File: config.mk
export PLATFORM = sky130hd
export DESIGN_NAME = dma_xfer_seq
export DESIGN_NICKNAME = d
export VERILOG_FILES = /design/src/rtl/dma_seq_pkg.sv /design/src/rtl/dma_addr_unit.sv /design/src/rtl/dma_cnt_unit.sv /design/src/rtl/dma_xfer_seq.sv
export SDC_FILE = /design/constraint.sdc
export NUM_CORES = 1
export LEC_CHECK = 0
export CAP_MARGIN = 5
export CORE_MARGIN = 1
export CORE_UTILIZATION = 55
export DETAILED_ROUTE_END_ITERATION = 7
export GPL_TIMING_DRIVEN = 0
export PLACE_DENSITY = 0.89
export SLEW_MARGIN = 20
export SYNTH_ARGS = -nofsm -noshare
export SYNTH_HDL_FRONTEND = slang
export SYNTH_SLANG_ARGS = --single-unit
File: constraint.sdc
create_clock -name clk_i -period 7.1 [get_ports clk_i]
set_input_delay 0.71 -clock clk_i [delete_from_list [all_inputs] [get_ports clk_i]]
set_output_delay 0.71 -clock clk_i [all_outputs]
set_load 0.02 [all_outputs]
File: src/rtl/dma_seq_pkg.sv
package dma_seq_pkg;
  typedef enum logic [1:0] {
    AM_FIXED = 2'd0,
    AM_INCR  = 2'd1,
    AM_OFFS  = 2'd2,
    AM_RSVD  = 2'd3
  } addr_mode_e;

  typedef enum logic [1:0] {
    ST_IDLE = 2'd0,
    ST_WAIT = 2'd1,
    ST_MOVE = 2'd2
  } seq_state_e;

  localparam logic XT_ELEM  = 1'b0;
  localparam logic XT_FRAME = 1'b1;
endpackage

File: src/rtl/dma_addr_unit.sv
module dma_addr_unit #(
  parameter int ADDR_W = 32,
  parameter int OFF_W  = 16
) (
  input  logic                clk_i,
  input  logic                rst_ni,
  input  logic                load_i,
  input  logic [ADDR_W-1:0]   base_i,
  input  logic                step_i,
  input  logic                frame_end_i,
  input  logic [1:0]          mode_i,
  input  logic                size_i,
  input  logic [OFF_W-1:0]    eoff_i,
  input  logic [OFF_W-1:0]    foff_i,
  output logic [ADDR_W-1:0]   addr_o
);
  import dma_seq_pkg::*;

  localparam int PAD_W = ADDR_W - OFF_W;

  logic [ADDR_W-1:0] addr_q, inc_w, eoff_x, foff_x;
  addr_mode_e mode;

  assign mode   = addr_mode_e'(mode_i);
  assign eoff_x = {{PAD_W{eoff_i[OFF_W-1]}}, eoff_i};
  assign foff_x = {{PAD_W{foff_i[OFF_W-1]}}, foff_i};

  always_comb begin
    unique case (mode)
      AM_INCR: inc_w = size_i ? ADDR_W'(4) : ADDR_W'(2);
      AM_OFFS: inc_w = frame_end_i ? foff_x : eoff_x;
      default: inc_w = '0;
    endcase
  end

  always_ff @(posedge clk_i or negedge rst_ni) begin
    if (!rst_ni)     addr_q <= '0;
    else if (load_i) addr_q <= base_i;
    else if (step_i) addr_q <= addr_q + inc_w;
  end

  assign addr_o = addr_q;
endmodule

File: src/rtl/dma_cnt_unit.sv
module dma_cnt_unit #(
  parameter int CNT_W = 8
) (
  input  logic             clk_i,
  input  logic             rst_ni,
  input  logic             load_i,
  input  logic             step_i,
  input  logic [CNT_W-1:0] elem_cnt_i,
  input  logic [CNT_W-1:0] frame_cnt_i,
  output logic             last_elem_o,
  output logic             last_blk_o,
  output logic             half_hit_o
);
  localparam int TOT_W = 2 * CNT_W;

  logic [CNT_W-1:0] e_q, f_q;
  logic [TOT_W-1:0] moved_q, total_w, half_w;

  assign total_w     = TOT_W'(elem_cnt_i) * TOT_W'(frame_cnt_i);
  assign half_w      = total_w >> 1;
  assign last_elem_o = (e_q == elem_cnt_i - CNT_W'(1));
  assign last_blk_o  = last_elem_o && (f_q == frame_cnt_i - CNT_W'(1));
  assign half_hit_o  = (total_w >= TOT_W'(2)) && (moved_q + TOT_W'(1) == half_w);

  always_ff @(posedge clk_i or negedge rst_ni) begin
    if (!rst_ni) begin
      e_q <= '0; f_q <= '0; moved_q <= '0;
    end else if (load_i || (step_i && last_blk_o)) begin
      e_q <= '0; f_q <= '0; moved_q <= '0;
    end else if (step_i) begin
      moved_q <= moved_q + TOT_W'(1);
      if (last_elem_o) begin
        e_q <= '0;
        f_q <= f_q + CNT_W'(1);
      end else begin
        e_q <= e_q + CNT_W'(1);
      end
    end
  end
endmodule

File: src/rtl/dma_xfer_seq.sv
module dma_xfer_seq #(
  parameter int ADDR_W = 32,
  parameter int CNT_W  = 8,
  parameter int OFF_W  = 16
) (
  input  logic              clk_i,
  input  logic              rst_ni,
  input  logic              start_i,
  input  logic              trig_i,
  input  logic              ready_i,
  input  logic [ADDR_W-1:0] src_addr_i,
  input  logic [ADDR_W-1:0] dst_addr_i,
  input  logic [CNT_W-1:0]  elem_cnt_i,
  input  logic [CNT_W-1:0]  frame_cnt_i,
  input  logic [OFF_W-1:0]  src_eoff_i,
  input  logic [OFF_W-1:0]  dst_eoff_i,
  input  logic [OFF_W-1:0]  src_foff_i,
  input  logic [OFF_W-1:0]  dst_foff_i,
  input  logic              rd_size_i,
  input  logic              wr_size_i,
  input  logic [1:0]        rd_mode_i,
  input  logic [1:0]        wr_mode_i,
  input  logic              xfer_type_i,
  input  logic              auto_init_i,
  output logic              busy_o,
  output logic              xfer_o,
  output logic [ADDR_W-1:0] rd_addr_o,
  output logic [ADDR_W-1:0] wr_addr_o,
  output logic              rd_size_o,
  output logic              wr_size_o,
  output logic              frame_done_o,
  output logic              half_done_o,
  output logic              block_done_o
);
  import dma_seq_pkg::*;

  localparam int NSIDE = 2;

  typedef struct packed {
    logic [ADDR_W-1:0] base;
    logic [OFF_W-1:0]  eoff;
    logic [OFF_W-1:0]  foff;
    logic [1:0]        mode;
    logic              size;
  } side_cfg_t;

  typedef struct packed {
    side_cfg_t        rd;
    side_cfg_t        wr;
    logic [CNT_W-1:0] ecnt;
    logic [CNT_W-1:0] fcnt;
    logic             xtype;
    logic             autoi;
  } pkt_t;

  pkt_t       pkt_q, pkt_in;
  seq_state_e st_q, st_d;
  logic       step, last_elem, last_blk, half_hit, zero_cnt, reload, addr_load;
  logic       fd_q, hd_q, bd_q;

  assign pkt_in = '{
    rd:    '{base: src_addr_i, eoff: src_eoff_i, foff: src_foff_i, mode: rd_mode_i, size: rd_size_i},
    wr:    '{base: dst_addr_i, eoff: dst_eoff_i, foff: dst_foff_i, mode: wr_mode_i, size: wr_size_i},
    ecnt:  elem_cnt_i,
    fcnt:  frame_cnt_i,
    xtype: xfer_type_i,
    autoi: auto_init_i
  };

  assign zero_cnt  = (elem_cnt_i == '0) || (frame_cnt_i == '0);
  assign step      = (st_q == ST_MOVE) && ready_i && !start_i;
  assign reload    = step && last_blk && pkt_q.autoi;
  assign addr_load = start_i || reload;

  always_ff @(posedge clk_i or negedge rst_ni) begin
    if (!rst_ni)      pkt_q <= '0;
    else if (start_i) pkt_q <= pkt_in;
  end

  always_comb begin
    st_d = st_q;
    if (start_i) begin
      st_d = zero_cnt ? ST_IDLE : ST_WAIT;
    end else begin
      unique case (st_q)
        ST_WAIT: if (trig_i) st_d = ST_MOVE;
        ST_MOVE: if (ready_i) begin
          if (last_blk)                     st_d = pkt_q.autoi ? ST_WAIT : ST_IDLE;
          else if (pkt_q.xtype == XT_ELEM)  st_d = ST_WAIT;
          else if (last_elem)               st_d = ST_WAIT;
        end
        default: st_d = ST_IDLE;
      endcase
    end
  end

  always_ff @(posedge clk_i or negedge rst_ni) begin
    if (!rst_ni) begin
      st_q <= ST_IDLE;
      fd_q <= 1'b0; hd_q <= 1'b0; bd_q <= 1'b0;
    end else begin
      st_q <= st_d;
      fd_q <= step && last_elem;
      hd_q <= step && half_hit;
      bd_q <= step && last_blk;
    end
  end

  dma_cnt_unit #(.CNT_W(CNT_W)) u_cnt (
    .clk_i       (clk_i),
    .rst_ni      (rst_ni),
    .load_i      (start_i),
    .step_i      (step),
    .elem_cnt_i  (pkt_q.ecnt),
    .frame_cnt_i (pkt_q.fcnt),
    .last_elem_o (last_elem),
    .last_blk_o  (last_blk),
    .half_hit_o  (half_hit)
  );

  side_cfg_t         cfg_q  [NSIDE];
  side_cfg_t         cfg_in [NSIDE];
  logic [ADDR_W-1:0] addr   [NSIDE];

  assign cfg_q[0]  = pkt_q.rd;
  assign cfg_q[1]  = pkt_q.wr;
  assign cfg_in[0] = pkt_in.rd;
  assign cfg_in[1] = pkt_in.wr;

  for (genvar s = 0; s < NSIDE; s++) begin : g_side
    dma_addr_unit #(.ADDR_W(ADDR_W), .OFF_W(OFF_W)) u_addr (
      .clk_i       (clk_i),
      .rst_ni      (rst_ni),
      .load_i      (addr_load),
      .base_i      (start_i ? cfg_in[s].base : cfg_q[s].base),
      .step_i      (step),
      .frame_end_i (last_elem),
      .mode_i      (cfg_q[s].mode),
      .size_i      (cfg_q[s].size),
      .eoff_i      (cfg_q[s].eoff),
      .foff_i      (cfg_q[s].foff),
      .addr_o      (addr[s])
    );
  end

  assign busy_o       = (st_q != ST_IDLE);
  assign xfer_o       = (st_q == ST_MOVE);
  assign rd_addr_o    = addr[0];
  assign wr_addr_o    = addr[1];
  assign rd_size_o    = pkt_q.rd.size;
  assign wr_size_o    = pkt_q.wr.size;
  assign frame_done_o = fd_q;
  assign half_done_o  = hd_q;
  assign block_done_o = bd_q;
endmodule

==> results.txt, run 1 <==
Min Tclk post-route: 6533 ps
Htree depth: 1
P_int: 3.441 mW
CTS tree: built
Post CTS Setup Buffer Count: 0
Hold buffers post-CTS: 0
Routed via count: 14650
Post-CTS Resized: 0
Async set-reset flop share out of synthesis: 100.0%
Antenna Nets Post-Route: 0
Seq pwr share: 32.1%
Final hold vios: 0
# rows: 63
Clock Sinks: 253
First-pass GRT wire length: 79670 um
Maximum vdd drop: 0.2069 mV
Clk slew on worst S/H paths: 60 ps
Crit Path Class: flop to flop
Worst skew pair latency: 550 ps
Arrival @ worst endpoint: 6960 ps
CP startpoint: pkt_q[11]
R2R Path End: g_side[0].u_addr.addr_o[30]
All-Layer GR Usage: 32.63%
Ports: 228
Gr busiest metal: met2
Post-synthesis sequential area ratio: 37.63%
DRC viols: 0
Setup slack at placement: 695.0 ps
Pwr Density: 263.8 mW/mm2
Commonest cells after routing, fill and taps aside: 253 x dfrtp_1, 226 x clkdlybuf4s50_1, 174 x nand2_1, 147 x mux2_2, 141 x nor2_1
Setup-failing EPs final: 0
Initial DRC Count: 1227
Synthesized area: 0.01682 mm2
EDFF count, synth: 0
Net Count, Synth: 2038
Main combinational cell family by area after synthesis: simple AND/OR/NAND/NOR gates
Avg Inst Size Synth: 9.690 um2
Synth Flop Type: dfrtp_1
Via/cell ratio: 6.099
Chip Height: 176.9 um
FF-to-FF setup slack: 570 ps
Drt total wl: 50060 um
Layout cells sized above 1: 10.89%
Register area: 0.006331 mm2
CTS root buffer: clkbuf_16
WL/cell: 20.84 um
Worst r2r src: pkt_q[11]
Mux cell area share after synthesis: 12.16%
Xor/xnor cell area share of the yosys netlist: 5.571%
Fin worst setup slack: 567.0 ps
Global Route met3 Usage: 6.959%
Antenna violations before repair: 2
Grt met2 use: 54.35%
Highest clock rate: 0.1531 GHz
Area delta synth->final: 21.88%
Simple-Gate Fraction of Synth Area: 15.39%
Switching share of power: 36.38%
Outcome: finished clean
Compound-Gate Fraction of Synth Area: 13.10%
Input/output buffers: 227
Initial core utilization: 56.31%
Seq cells post-synth: 253
Req. time, crit path: 7530 ps
Number of global-route vias before repair: 15130
Unrepaired setup endpoints after global routing: false
Final cell count without fillers: 2402
Mapped Cells: 1736
TritonRoute pass-1 iters: 8
Crit. End Element: flop
Min-delay worst type: input port to async pin
Fin nets: 2296
Footprint of the multi-input gates: 0.009874 mm2
Worst Reg2Reg Path Length in Cells: 21
Core area: 0.02987 mm2
Relative slew slack: 28.02%
Met1 Track Usage GR: 39.53%
Max-slew violation count: 0
Setup Skew: 14.08 ps
Tcrit/Tclk final: 92.01%
Startpoint class of the critical path: flop
Max-capacitance violation count: 0
Die Area: 0.03129 mm2
YS warnings: 0
Switch Pwr: 1.968 mW
Leakage power: 8.946 nW
Clock power share: 26.0%
Worst Setup EP: g_side[0].u_addr.addr_o[30]
Synth unique cells: 72
Adder-Cell Fraction of Synth Area: 12.48%
Longest Clk Path Bufs: 3
Placed Cells: 2355
TritonCTS Buffers: 27
Critical-path maximum fanout: 10
Fillers: 2209
Commonest non-fill, non-tap cell in the layout: dfrtp_1
Largest net degree at the start of global routing: 94
GPL Wtd Cong: 0.9427
Die X-Extent: 176.9 um
Least-Margin Pin Slew: 1080 ps
Comb pwr share: 41.8%
Post-DP HPWL: 37920 um
Gr ovfl total: 0
==> power by group through the flow <==
stage          clock network (mW)  registers (mW)  logic [mW]
6_report                     1.41            1.74        2.26
5_1_grt                      1.47            1.75        2.50
4_1_cts                      1.41            1.73        2.25
3_5_place_dp                    0            1.76        2.23
3_3_place_gp                    0            1.75        2.16
2_1_floorplan                   0            1.80        1.48
==> worst max-delay path, cell delays in order (launching register included) <==
cell	delay, ps
dfrtp_1	550
inv_1	170
ha_1	240
xnor2_1	140
xnor2_1	130
or4_4	500
a221oi_4	320
buf_2	400
buf_2	450
buf_2	380
mux2i_1	240
nor2_1	60
ha_1	370
a21oi_1	220
o21ai_0	160
or3_1	320
o21ai_1	360
o2111ai_1	330
a31o_1	350
a211oi_1	240
nor4_1	70
a2111o_1	400
==> kinds of logic (layout without fill, tap and decap cells) <==
group | count (synthesis) | after routing
and+or+nand+nor | 544 | 544
AOI/OAI and AO/OA | 344 | 344
DFF | 253 | 253
muxes | 186 | 186
buffers and inverters | 157 | 432
adders and majority gates | 145 | 145
xor gates and xnor gates | 107 | 107
other | 0 | 1
==> area by class of cell <==
cell class | instances | area share, %
diodes | 1 | 0.01220
plain buffers | 81 | 1.617
clock buffers | 40 | 3.777
clock inverters | 6 | 0.4089
inverters | 76 | 1.391
multi-input cells | 1326 | 48.16
flip-flops and latches | 253 | 30.88
well taps | 390 | 2.380
repair buffers | 229 | 11.37
==> metal layers <==
layer,part of all wire [%],vias up,wire [um]
li1,-,6617,-
met1,38,7154,18910
met2,48,684,23900
met3,8.5,193,4265
met4,5.9,2,2965
met5,0.032,-,16
==> per-stage QoR <==
| stage | power (mW) | instance area (um2) | util (%) | hold slack (ps) | TNS (ps) |
|---|---|---|---|---|---|
| detailed placement | 3.987 | 19640 | 65.75 | 484.5 | 0 |
| global placement | 3.912 | 19580 | 65.55 | 480.3 | -1291000 |
| finish | 5.409 | 20500 | 68.63 | 107.8 | 0 |
| CTS | 5.400 | 20500 | 68.62 | 128.0 | 0 |
| floorplan | 3.288 | 16820 | - | 414.4 | 0 |
| global route | 5.725 | 20500 | 68.62 | 153.9 | 0 |
==> Yosys cell counts, types with 57 or more instances <==
cell type,number,area [um2]
clkbuf_1,59,221.5
nor2_1,141,529.3
inv_1,76,285.3
dfrtp_1,253,6331
nand2_1,174,653.1
mux2_2,147,1655
o21ai_0,82,410.4
ha_1,107,1339
and2_1,57,356.6
a21oi_1,86,430.4
xnor2_1,72,630.6
==> how the worst min path moves through the flow <==
stage              endpoint  cells after the start        from  slack, ps
2_1_floorplan  block_done_o                      0      rst_ni        410
3_3_place_gp     cfg_q[110]                      1  cfg_q[110]        480
3_5_place_dp      cfg_q[37]                      1   cfg_q[37]        480
4_1_cts           cfg_q[49]                      1      rst_ni        130
5_1_grt           cfg_q[50]                      1      rst_ni        150
6_report          cfg_q[49]                      1      rst_ni        110
==> registers in the layout, indices dropped and copies added (netlist names) <==
name	flops
pkt_q	18
wr_size_o	1
u_cnt.moved_q	16
half_done_o	1
cfg_q	132
g_side.u_addr.addr_o	64
block_done_o	1
u_cnt.f_q	8
frame_done_o	1
u_cnt.e_q	8
rd_size_o	1
st_q	2
Note: power is estimated with default switching activity, not from simulation.
==> run 2: changes to the inputs <==
--- a/config.mk
+++ b/config.mk
@@ -14,4 +14,5 @@
 export SLEW_MARGIN = 20
 export SYNTH_ARGS = -nofsm -noshare
 export SYNTH_HDL_FRONTEND = slang
+export SYNTH_HIERARCHICAL = 1
 export SYNTH_SLANG_ARGS = --single-unit
==> results.txt, run 2 <==
CTS root buffer: clkbuf_16
Synthesized area: 0.01759 mm2
First-pass GRT wire length: 78550 um
Req. time, crit path: 7510 ps
EDFF count, synth: 0
Net Count, Synth: 2024
Input/output buffers: 227
Pwr Density: 257.6 mW/mm2
Synth cell count leaders: 253 x dfrtp_1, 159 x mux2_2, 115 x nand2_1
Synth unique cells: 101
Post CTS Setup Buffer Count: 0
Clock Sinks: 253
Worst path cell trace: inv_1, ha_1, nor2b_1, or3_1, a31oi_1, and4_4, buf_8, clkbuf_1, buf_1, mux2i_1, nor2_1, ha_1, fa_1, a21oi_1, o21ai_0, a21oi_1, nand3b_1, and3_1, o21ai_0, a21oi_1, xor2_1, o21ai_0
Critical-path maximum fanout: 13
Post-route cell area: 0.02130 mm2
Fillers: 2246
Maximum vdd drop: 0.2073 mV
Highest clock rate: 0.1551 GHz
DRC viols: 0
Register area: 0.006331 mm2
Min Tclk post-route: 6448 ps
Post-synthesis sequential area ratio: 35.99%
Final hold vios: 0
Via/cell ratio: 6.075
Number of global-route vias before repair: 15200
Core area: 0.03147 mm2
CTS tree: built
Tcrit/Tclk final: 90.82%
Commonest non-fill, non-tap cell in the layout: dfrtp_1
Drt total wl: 48290 um
Leakage power: 9.146 nW
Arrival @ worst endpoint: 6860 ps
Unrepaired setup endpoints after global routing: false
Crit Path Class: flop to flop
All-Layer GR Usage: 29.91%
GPL Wtd Cong: 0.9481
Footprint of the multi-input gates: 0.01046 mm2
YS warnings: 6
Least-Margin Pin Slew: 848.0 ps
Initial DRC Count: 1140
Max-capacitance violation count: 0
Top cell type's share of synthesized area: 35.99%
Relative slew slack: 43.47%
Gr ovfl total: 0
TritonCTS Buffers: 27
Seq cells post-synth: 253
Avg Inst Size Synth: 10.22 um2
Crit path largest cell delay: 680 ps
Antenna violations before repair: 2
Htree depth: 1
TritonRoute pass-1 iters: 5
Min-delay worst type: input port to async pin
Chip Height: 180.9 um
Die Area: 0.03271 mm2
Placement Cell Area: 0.02043 mm2
Initial core utilization: 55.90%
WL/cell: 20.10 um
Startpoint class of the critical path: flop
Area delta synth->final: 21.04%
Clk slew on worst S/H paths: 60 ps
CP max-delay cell: buf_1
Largest net degree at the start of global routing: 95
Post-CTS Resized: 0
Synth Flop Type: dfrtp_1
Setup Skew: 17.69 ps
Ports: 228
Dominant cell type by area after synthesis: dfrtp_1
Hold buffers post-CTS: 0
Commonest cells after routing, fill and taps aside: 253 x dfrtp_1, 226 x clkdlybuf4s50_1, 159 x mux2_2, 115 x nand2_1, 107 x ha_1
Post-DP HPWL: 36380 um
Antenna Nets Post-Route: 0
# rows: 65
Async set-reset flop share out of synthesis: 100.0%
Worst skew pair latency: 540 ps
Routed via count: 14590
Max reg flops: 132
Outcome: finished clean
Layout cells sized above 1: 14.85%
Worst Reg2Reg Path Length in Cells: 22
Antenna diodes: 0
Die X-Extent: 180.9 um
Max-slew violation count: 0
Mapped Cells: 1722
Crit. End Element: flop
FF-to-FF setup slack: 650 ps
Fin nets: 2282
Longest Clk Path Bufs: 3
Setup-failing EPs final: 0
WHS: 124.9 ps
Top cells by area, synth: dfrtp_1 36%, mux2_2 10%, ha_1 7.6%
Most frequent cell after synthesis: dfrtp_1
## run 2: cell types whose count changed after synthesis, sizes merged, moves of 10 or more
cell / previous run / this run
mux2i: 39 / 73
nor2: 141 / 108
a31oi: 39 / 27
inv: 76 / 87
mux2: 147 / 159
a21o: 26 / 38
o21ai: 83 / 108
nand2: 174 / 117
buf: 22 / 45
a22oi: 2 / 14
clkbuf: 59 / 35
a21oi: 86 / 76
xnor2: 72 / 62
## run 2: per-layer routing
metal	GRT usage (%)	up-vias	share of wire, %
li1	-	6641	-
met1	37.17	7197	40
met2	51.21	599	49
met3	5.100	152	6.4
met4	12.92	4	4.2
met5	0	-	0.064
## run 2: worst max-delay path: cells and delay by family (launching register included)
kind | cells | cell delay, ps
AO/OA/AOI/OAI | 7 | 1510
XOR/XNOR | 1 | 240
adder cells (fa/ha/maj) | 3 | 800
buffers and inverters | 4 | 1600
flip-flops | 1 | 560
multiplexers | 1 | 220
AND/OR/NAND/NOR | 6 | 1360
## run 2: worst paths after layout
| path | start | endpoint |
|---|---|---|
| setup / recovery | pkt_q[11] | g_side[0].u_addr/addr_o[30] |
| hold / removal | rst_ni | cfg_q[84] |
| setup reg to reg | pkt_q[11] | g_side[0].u_addr/addr_o[30] |
| hold reg to reg | cfg_q[104] | cfg_q[104] |
| max in group asynchronous | rst_ni | cfg_q[30] |
| min in group clk_i | cfg_q[104] | cfg_q[104] |
## run 2: logic make-up (layout without fill, tap and decap cells)
logic type,Yosys count,in the layout,synth area share (%)
AO/OA/AOI/OAI,354,354,13.77
XOR/XNOR,109,109,5.661
adder cells (fa/ha/maj),145,145,11.93
buffers and inverters,169,447,4.573
flip-flops,253,253,35.99
multiplexers,232,232,14.33
AND/OR/NAND/NOR,460,460,13.75
## run 2: power by group
group	total, mW	switching, mW	internal, mW
registers	1.69	0.106	1.58
clock network	1.41	0.578	0.831
logic	2.39	1.31	1.08
total	5.48	2.00	3.49
## run 2: layout make-up
cell class / count / share of cell area (%)
clock inverter: 9 / 0.5758
clock buffer: 40 / 3.496
inverter: 89 / 1.580
timing repair buffer: 229 / 10.95
multi-input combinational: 1300 / 49.11
sequential: 253 / 29.73
buffer: 80 / 2.197
tap: 402 / 2.362
## run 2: metrics by stage
| step | cells | power (mW) | utilization (%) | setup TNS, ps | setup WS, ps |
|---|---|---|---|---|---|
| after floorplan | 1722 | 3.399 | - | 0 | 2033 |
| after global placement | 2351 | 3.979 | 64.71 | -1324900 | -5276 |
| after detailed placement | 2353 | 4.057 | 64.91 | 0 | 864.7 |
| after CTS | 2402 | 5.488 | 67.66 | 0 | 805.9 |
| after global routing | 2402 | 5.841 | 67.66 | 0 | 363.2 |
| final | 2402 | 5.485 | 67.66 | 0 | 651.7 |
==> run 3: changes to the inputs <==
--- a/config.mk
+++ b/config.mk
@@ -14,5 +14,4 @@
 export SLEW_MARGIN = 20
 export SYNTH_ARGS = -nofsm -noshare
 export SYNTH_HDL_FRONTEND = slang
-export SYNTH_HIERARCHICAL = 1
 export SYNTH_SLANG_ARGS = --single-unit
==> results of run 3 <==
Same layout as run 1: the final DEF is identical, and so are final timing and power.
